==> config.mk <==
export PLATFORM = sky130hd
export DESIGN_NAME = shift_rotate_unit
export DESIGN_NICKNAME = d
export VERILOG_FILES = /design/src/rtl/sru_pkg.sv /design/src/rtl/sru_stepper.sv /design/src/rtl/sru_flagcalc.sv /design/src/rtl/sru_ctrl.sv /design/src/rtl/shift_rotate_unit.sv
export SDC_FILE = /design/constraint.sdc
export NUM_CORES = 1
export LEC_CHECK = 0
export BUFFER_PORTS_ARGS = -buffer_cell sky130_fd_sc_hd__clkbuf_2
export CAP_MARGIN = 20
export CORE_MARGIN = 5
export CORE_UTILIZATION = 35
export CTS_CLUSTER_DIAMETER = 200
export CTS_CLUSTER_SIZE = 8
export DETAILED_ROUTE_END_ITERATION = 8
export PLACE_DENSITY = 0.67
export SETUP_SLACK_MARGIN = 0.1
export SYNTH_ARGS = -nofsm -noshare
export SYNTH_HDL_FRONTEND = slang
export SYNTH_HIERARCHICAL = 1
export SYNTH_SLANG_ARGS = --single-unit
==> constraint.sdc <==
create_clock -name clk -period 2.73 [get_ports clk]
set_input_delay 0.1365 -clock clk [delete_from_list [all_inputs] [get_ports clk]]
set_output_delay 0.1365 -clock clk [all_outputs]
set_load 0.005 [all_outputs]
==> src/rtl/sru_pkg.sv <==
package sru_pkg;
  localparam int WORD_W = 16;
  localparam int BYTE_W = 8;

  typedef logic [WORD_W-1:0] word_t;

  typedef enum logic [2:0] {
    OP_ROL = 3'd0,
    OP_ROR = 3'd1,
    OP_RCL = 3'd2,
    OP_RCR = 3'd3,
    OP_SHL = 3'd4,
    OP_SHR = 3'd5,
    OP_SAL = 3'd6,
    OP_SAR = 3'd7
  } sr_op_e;

  typedef struct packed {
    logic  cf;
    word_t val;
  } step_t;

  function automatic word_t width_mask(logic wide);
    return wide ? '1 : word_t'({BYTE_W{1'b1}});
  endfunction

  function automatic logic sign_of(word_t v, logic wide);
    return wide ? v[WORD_W-1] : v[BYTE_W-1];
  endfunction

  function automatic logic below_sign(word_t v, logic wide);
    return wide ? v[WORD_W-2] : v[BYTE_W-2];
  endfunction

  function automatic word_t sign_place(logic wide);
    return wide ? (word_t'(1) << (WORD_W-1)) : (word_t'(1) << (BYTE_W-1));
  endfunction

  function automatic logic is_shift(sr_op_e op);
    return op[2];
  endfunction

  function automatic logic shifts_left(sr_op_e op);
    return ~op[0];
  endfunction

  // One single-bit step; v is assumed already limited to the width.
  function automatic step_t one_step(word_t v, logic c, sr_op_e op, logic wide);
    step_t r;
    word_t m;
    logic  top;
    m   = width_mask(wide);
    top = sign_of(v, wide);
    unique case (op)
      OP_ROL: begin r.val = ((v << 1) | word_t'(top)) & m; r.cf = top;  end
      OP_ROR: begin r.val = (v >> 1) | (v[0] ? sign_place(wide) : '0); r.cf = v[0]; end
      OP_RCL: begin r.val = ((v << 1) | word_t'(c)) & m; r.cf = top;  end
      OP_RCR: begin r.val = (v >> 1) | (c ? sign_place(wide) : '0); r.cf = v[0]; end
      OP_SHL,
      OP_SAL: begin r.val = (v << 1) & m; r.cf = top; end
      OP_SHR: begin r.val = v >> 1; r.cf = v[0]; end
      OP_SAR: begin r.val = (v >> 1) | (top ? sign_place(wide) : '0); r.cf = v[0]; end
      default: begin r.val = v; r.cf = c; end
    endcase
    return r;
  endfunction
endpackage

==> src/rtl/sru_stepper.sv <==
module sru_stepper
  import sru_pkg::*;
(
  input  word_t  cur_val,
  input  logic   cur_cf,
  input  sr_op_e op,
  input  logic   wide,
  output word_t  nxt_val,
  output logic   nxt_cf
);
  step_t s;

  always_comb begin
    s       = one_step(cur_val, cur_cf, op, wide);
    nxt_val = s.val;
    nxt_cf  = s.cf;
  end
endmodule

==> src/rtl/sru_flagcalc.sv <==
module sru_flagcalc
  import sru_pkg::*;
(
  input  word_t  pre_val,
  input  word_t  post_val,
  input  logic   post_cf,
  input  sr_op_e op,
  input  logic   wide,
  output logic   of_calc,
  output logic   sf_calc,
  output logic   zf_calc,
  output logic   pf_calc
);
  always_comb begin
    if (shifts_left(op))
      of_calc = sign_of(post_val, wide) ^ post_cf;
    else if (op == OP_SHR)
      of_calc = sign_of(pre_val, wide);
    else if (op == OP_SAR)
      of_calc = 1'b0;
    else
      of_calc = sign_of(post_val, wide) ^ below_sign(post_val, wide);

    sf_calc = sign_of(post_val, wide);
    zf_calc = ((post_val & width_mask(wide)) == '0);
    pf_calc = ~^post_val[BYTE_W-1:0];
  end
endmodule

==> src/rtl/sru_ctrl.sv <==
module sru_ctrl #(
  parameter int CNT_W = 5
) (
  input  logic             clk,
  input  logic             rst_n,
  input  logic             start,
  input  logic [CNT_W-1:0] count,
  output logic             accept,
  output logic             busy,
  output logic             last_step,
  output logic             single,
  output logic             done
);
  logic [CNT_W-1:0] rem_q;

  assign accept    = start && !busy;
  assign last_step = busy && (rem_q == CNT_W'(1));

  always_ff @(posedge clk or negedge rst_n) begin
    if (!rst_n) begin
      busy   <= 1'b0;
      rem_q  <= '0;
      single <= 1'b0;
      done   <= 1'b0;
    end else begin
      done <= 1'b0;
      if (accept) begin
        single <= (count == CNT_W'(1));
        if (count == '0) begin
          done <= 1'b1;
        end else begin
          busy  <= 1'b1;
          rem_q <= count;
        end
      end else if (last_step) begin
        busy  <= 1'b0;
        rem_q <= '0;
        done  <= 1'b1;
      end else if (busy) begin
        rem_q <= rem_q - CNT_W'(1);
      end
    end
  end

  // the completion pulse lasts one cycle
  a_r11_done_one_cycle: assert property (@(posedge clk) disable iff (!rst_n)
    done |=> !done);

  // the final step is followed by done with busy released
  a_r1_done_after_last: assert property (@(posedge clk) disable iff (!rst_n)
    last_step |=> (done && !busy));

  // never busy and done together
  a_r1_done_not_busy: assert property (@(posedge clk) disable iff (!rst_n)
    done |-> !busy);

  // a running operation keeps counting down whatever start does
  a_r10_start_ignored: assert property (@(posedge clk) disable iff (!rst_n)
    (busy && !last_step) |=> (busy && rem_q == $past(rem_q) - CNT_W'(1)));
endmodule

==> src/rtl/shift_rotate_unit.sv <==
module shift_rotate_unit
  import sru_pkg::*;
#(
  parameter int CNT_W = 5
) (
  input  logic             clk,
  input  logic             rst_n,
  input  logic             start,
  input  logic [2:0]       op,
  input  logic             wide,
  input  logic [CNT_W-1:0] count,
  input  logic [15:0]      operand,
  input  logic             cf_in,
  input  logic             of_in,
  input  logic             sf_in,
  input  logic             zf_in,
  input  logic             pf_in,
  output logic [15:0]      result,
  output logic             cf_out,
  output logic             of_out,
  output logic             sf_out,
  output logic             zf_out,
  output logic             pf_out,
  output logic             busy,
  output logic             done
);
  word_t  val_q;
  logic   cf_q, of_q, sf_q, zf_q, pf_q;
  sr_op_e op_q;
  logic   wide_q;

  logic   accept, last_step, single;
  word_t  step_val;
  logic   step_cf;
  logic   of_calc, sf_calc, zf_calc, pf_calc;

  sru_ctrl #(.CNT_W(CNT_W)) u_ctrl (
    .clk       (clk),
    .rst_n     (rst_n),
    .start     (start),
    .count     (count),
    .accept    (accept),
    .busy      (busy),
    .last_step (last_step),
    .single    (single),
    .done      (done)
  );

  sru_stepper u_step (
    .cur_val (val_q),
    .cur_cf  (cf_q),
    .op      (op_q),
    .wide    (wide_q),
    .nxt_val (step_val),
    .nxt_cf  (step_cf)
  );

  sru_flagcalc u_flags (
    .pre_val  (val_q),
    .post_val (step_val),
    .post_cf  (step_cf),
    .op       (op_q),
    .wide     (wide_q),
    .of_calc  (of_calc),
    .sf_calc  (sf_calc),
    .zf_calc  (zf_calc),
    .pf_calc  (pf_calc)
  );

  always_ff @(posedge clk or negedge rst_n) begin
    if (!rst_n) begin
      val_q  <= '0;
      cf_q   <= 1'b0;
      of_q   <= 1'b0;
      sf_q   <= 1'b0;
      zf_q   <= 1'b0;
      pf_q   <= 1'b0;
      op_q   <= OP_ROL;
      wide_q <= 1'b0;
    end else if (accept) begin
      val_q  <= operand & width_mask(wide);
      cf_q   <= cf_in;
      of_q   <= of_in;
      sf_q   <= sf_in;
      zf_q   <= zf_in;
      pf_q   <= pf_in;
      op_q   <= sr_op_e'(op);
      wide_q <= wide;
    end else if (busy) begin
      val_q <= step_val;
      cf_q  <= step_cf;
      if (last_step) begin
        if (single) of_q <= of_calc;
        if (is_shift(op_q)) begin
          sf_q <= sf_calc;
          zf_q <= zf_calc;
          pf_q <= pf_calc;
        end
      end
    end
  end

  assign result = val_q;
  assign cf_out = cf_q;
  assign of_out = of_q;
  assign sf_out = sf_q;
  assign zf_out = zf_q;
  assign pf_out = pf_q;

  // byte mode never exposes a high byte
  a_r6_high_byte_clear: assert property (@(posedge clk) disable iff (!rst_n)
    ((busy || done) && !wide_q) |-> (result[15:8] == 8'h00));

  // rotates never touch sign, zero or parity
  a_r9_rotate_keeps_szp: assert property (@(posedge clk) disable iff (!rst_n)
    (busy && !is_shift(op_q)) |=> $stable({sf_out, zf_out, pf_out}));

  // multi-step runs keep the overflow flag
  a_r8_of_held_multistep: assert property (@(posedge clk) disable iff (!rst_n)
    (busy && !single) |=> $stable(of_out));

  // a zero count completes at once with the operand and flags passed through
  a_r7_zero_count_passthru: assert property (@(posedge clk) disable iff (!rst_n)
    (accept && count == '0) |=> (done && result == $past(operand & width_mask(wide))
      && cf_out == $past(cf_in) && of_out == $past(of_in)));
endmodule

==> out/results.ini <==
[placed_design]
dp_hpwl_um=3700
portBuffers=55
post-place-ws_ps=350
placed_area_mm2=0.00245
routabilityCongestion=0.819

[power_and_ir_drop]
leakagePower_uw=0.00128
p_per_area_mw_per_mm2=1210
p_sw_uw=1260
pwr-share-clk_pct=10.7
pwr-share-seq_pct=32.1
p_int_uw=1810
swShare_pct=41.0
irDropWorstVdd_uv=558
comb_power_share_pct=57.1

[clock_tree]
cts_buffer_depth=2
cts_tree=built
post_cts_buffers=0
cts-root-buf=clkbuf_8
h-tree-depth=2
worstSkewPairLatency_ps=280
postCtsResizedCells=0
hold_buffers=1
cts_made_buffers=5
cts_sinks=33
clkSlewWorstSetupHoldPaths_ps=60

[synthesis]
synth-simple-area-share_pct=12.2
synth-warning-count=6
async_flop_share_pct=100
syn_inst=209
yosys.area_share.adder_pct=3.61
ys_seq_elements=33
synth_xor_area_share_pct=2.89
synthMuxAreaShare_pct=20.3
seq_area_frac_synth_pct=39.7
synth_edf_count=0
synthFlopType=dfrtp_1
synth_top_family_by_area=multiplexers
syn_avg_cell_area_um2=9.95
synth_area_mm2=0.00208
synth_compound_area_share_pct=16.2
synth_cell_types=41
syn_nets=248

[grt]
grt_max_degree=34
antenna_found_initial=0
overflow=0
grt_pass1_wl_um=8190
track_usage_pct=13.6
grt_pass1_vias=1724

[finish]
insertedDiodeCount=0
fin_nets=307
finish.instance_area_mm2=0.00253
final_common_cell=clkbuf_2
layout_common_cells=clkbuf_2, dfrtp_1, o21ai_0
drive_gt1_share_pct=33.7
syn_to_final_growth_pct=21.7

[route]
final_antenna_net_count=0
firstDrtPassIters=4
via_per_inst=5.07
wl_per_cell_um=14.1
vias=1735
totalWireLength_um=4810
drc=0
detail_route.iter0.violations=35

[critical_path]
critPathKind=flop to flop
arrival_ps=2560
cp-start-kind=flop
critPathCaptureType=flop
crit_fanout=6
required_ps=2900

[floorplanning]
fp.dieW_um=87.1
die_h_um=87.1
pin_count=56
die-area_mm2=0.00758
core-area_mm2=0.00585
start_util_pct=35.5
num_rows=28

[sta]
hold_viol=0
max_freq_mhz=418
post-route-period-util_pct=87.7
tightest_slew_ps=847
rsz0062_at_grt=false
fin_tns_setup_ps=0
skew_ps=4.62
final-setup-viol-count=0
slew-limit-headroom_pct=43.5
finalWorstSetupSlack_ps=336
slew_viol_final=0
min_period_ps=2390

[worst_hold_path]
hold_class=input port to flop

[run_status]
status=finished clean

[flow_run]
maxCapViolations=0

[power groups by stage]
stage	Sequential, µW	Clock [µW]	Combinational, µW
floorplan	928	0	1330
global placement	983	0	1740
detailed placement	989	0	1770
CTS	983	351	1780
global route	1030	366	2000
finish	986	330	1750
[cell usage after synthesis (3+ instances only)]
library cell / instances / area share, %
mux2i_1: 23 / 11
ha_1: 6 / 3.6
xnor2_1: 5 / 2.1
nor2b_1: 3 / 0.90
buf_2: 4 / 0.96
nor2_1: 4 / 0.72
a21oi_1: 4 / 0.96
dfrtp_1: 33 / 40
mux2_2: 13 / 7.0
nand2_1: 22 / 4.0
clkbuf_1: 5 / 0.90
a22o_1: 9 / 3.8
mux2_4: 3 / 2.2
inv_1: 13 / 2.3
o22ai_1: 3 / 0.90
o21ai_0: 26 / 6.3
nand3_1: 3 / 0.72
[path summary, 6_finish.rpt]
path	from	end	slack, ps	cells past startpoint
min in group asynchronous	rst_n	result[7]$_DFFE_PN0P_	500	2
worst min register to register	zf_out$_DFFE_PN0P_	zf_out$_DFFE_PN0P_	490	2
worst max-delay path	op_q[1]$_DFFE_PN0P_	of_out$_DFFE_PN0P_	340	8
worst min-delay path	operand[4]	result[4]$_DFFE_PN0P_	60	3
max in group asynchronous	rst_n	pf_out$_DFFE_PN0P_	1710	2
worst max register to register	op_q[1]$_DFFE_PN0P_	of_out$_DFFE_PN0P_	340	8
[through the flow]
stage / util (%) / hold WS (ps) / total power, µW / instances
2_1_floorplan: - / -159 / 2260 / 209
3_3_place_gp: 41.8 / 283 / 2730 / 335
3_5_place_dp: 41.8 / 286 / 2760 / 335
4_1_cts: 43.2 / 46.1 / 3110 / 342
5_1_grt: 43.2 / 61.2 / 3390 / 342
6_report: 43.2 / 56.4 / 3070 / 342
[layout make-up]
type | count | area, µm²
Clock buffer | 5 | 68.8
Clock inverter | 1 | 5.00
Fill cell | 570 | 3320
Inverter | 13 | 48.8
Multi-Input combinational cell | 152 | 1150
Sequential cell | 33 | 826
Tap cell | 75 | 93.8
Timing Repair Buffer | 63 | 338
[logic make-up (layout without fill, tap and decap cells)]
kind of cell               count (synthesis)  after routing
and+or+nand+nor                           49             49
adders and majority gates                  6              6
DFF                                       33             33
AOI/OAI and AO/OA                         52             52
xor gates and xnor gates                   6              6
muxes                                     39             39
buffers and inverters                     24             82
[critical path, stage by stage (launching register included)]
cell and delay (ps):
dfrtp_1 450, mux2i_1 140, or2_1 230, a31oi_1 400, xnor2_1 170, o21ai_0 90
o32a_1 290, mux2_4 260, mux2_2 250
[state kept, by name (all words and copies together) (netlist names)]
signal	cells
cf_out	1
of_out	1
op_q	3
pf_out	1
result	16
sf_out	1
u_ctrl/busy	1
u_ctrl/done	1
u_ctrl/rem_q	5
u_ctrl/single	1
wide_q	1
zf_out	1
[routing by layer]
metal	GRT usage, %	routed length, µm	vias up
met5	0	0	-
met1	18.3	2260	819
li1	-	-	865
met3	3.97	292	7
met4	4.67	78	0
met2	20.8	2170	44
Power figures use the tool's default switching activity.
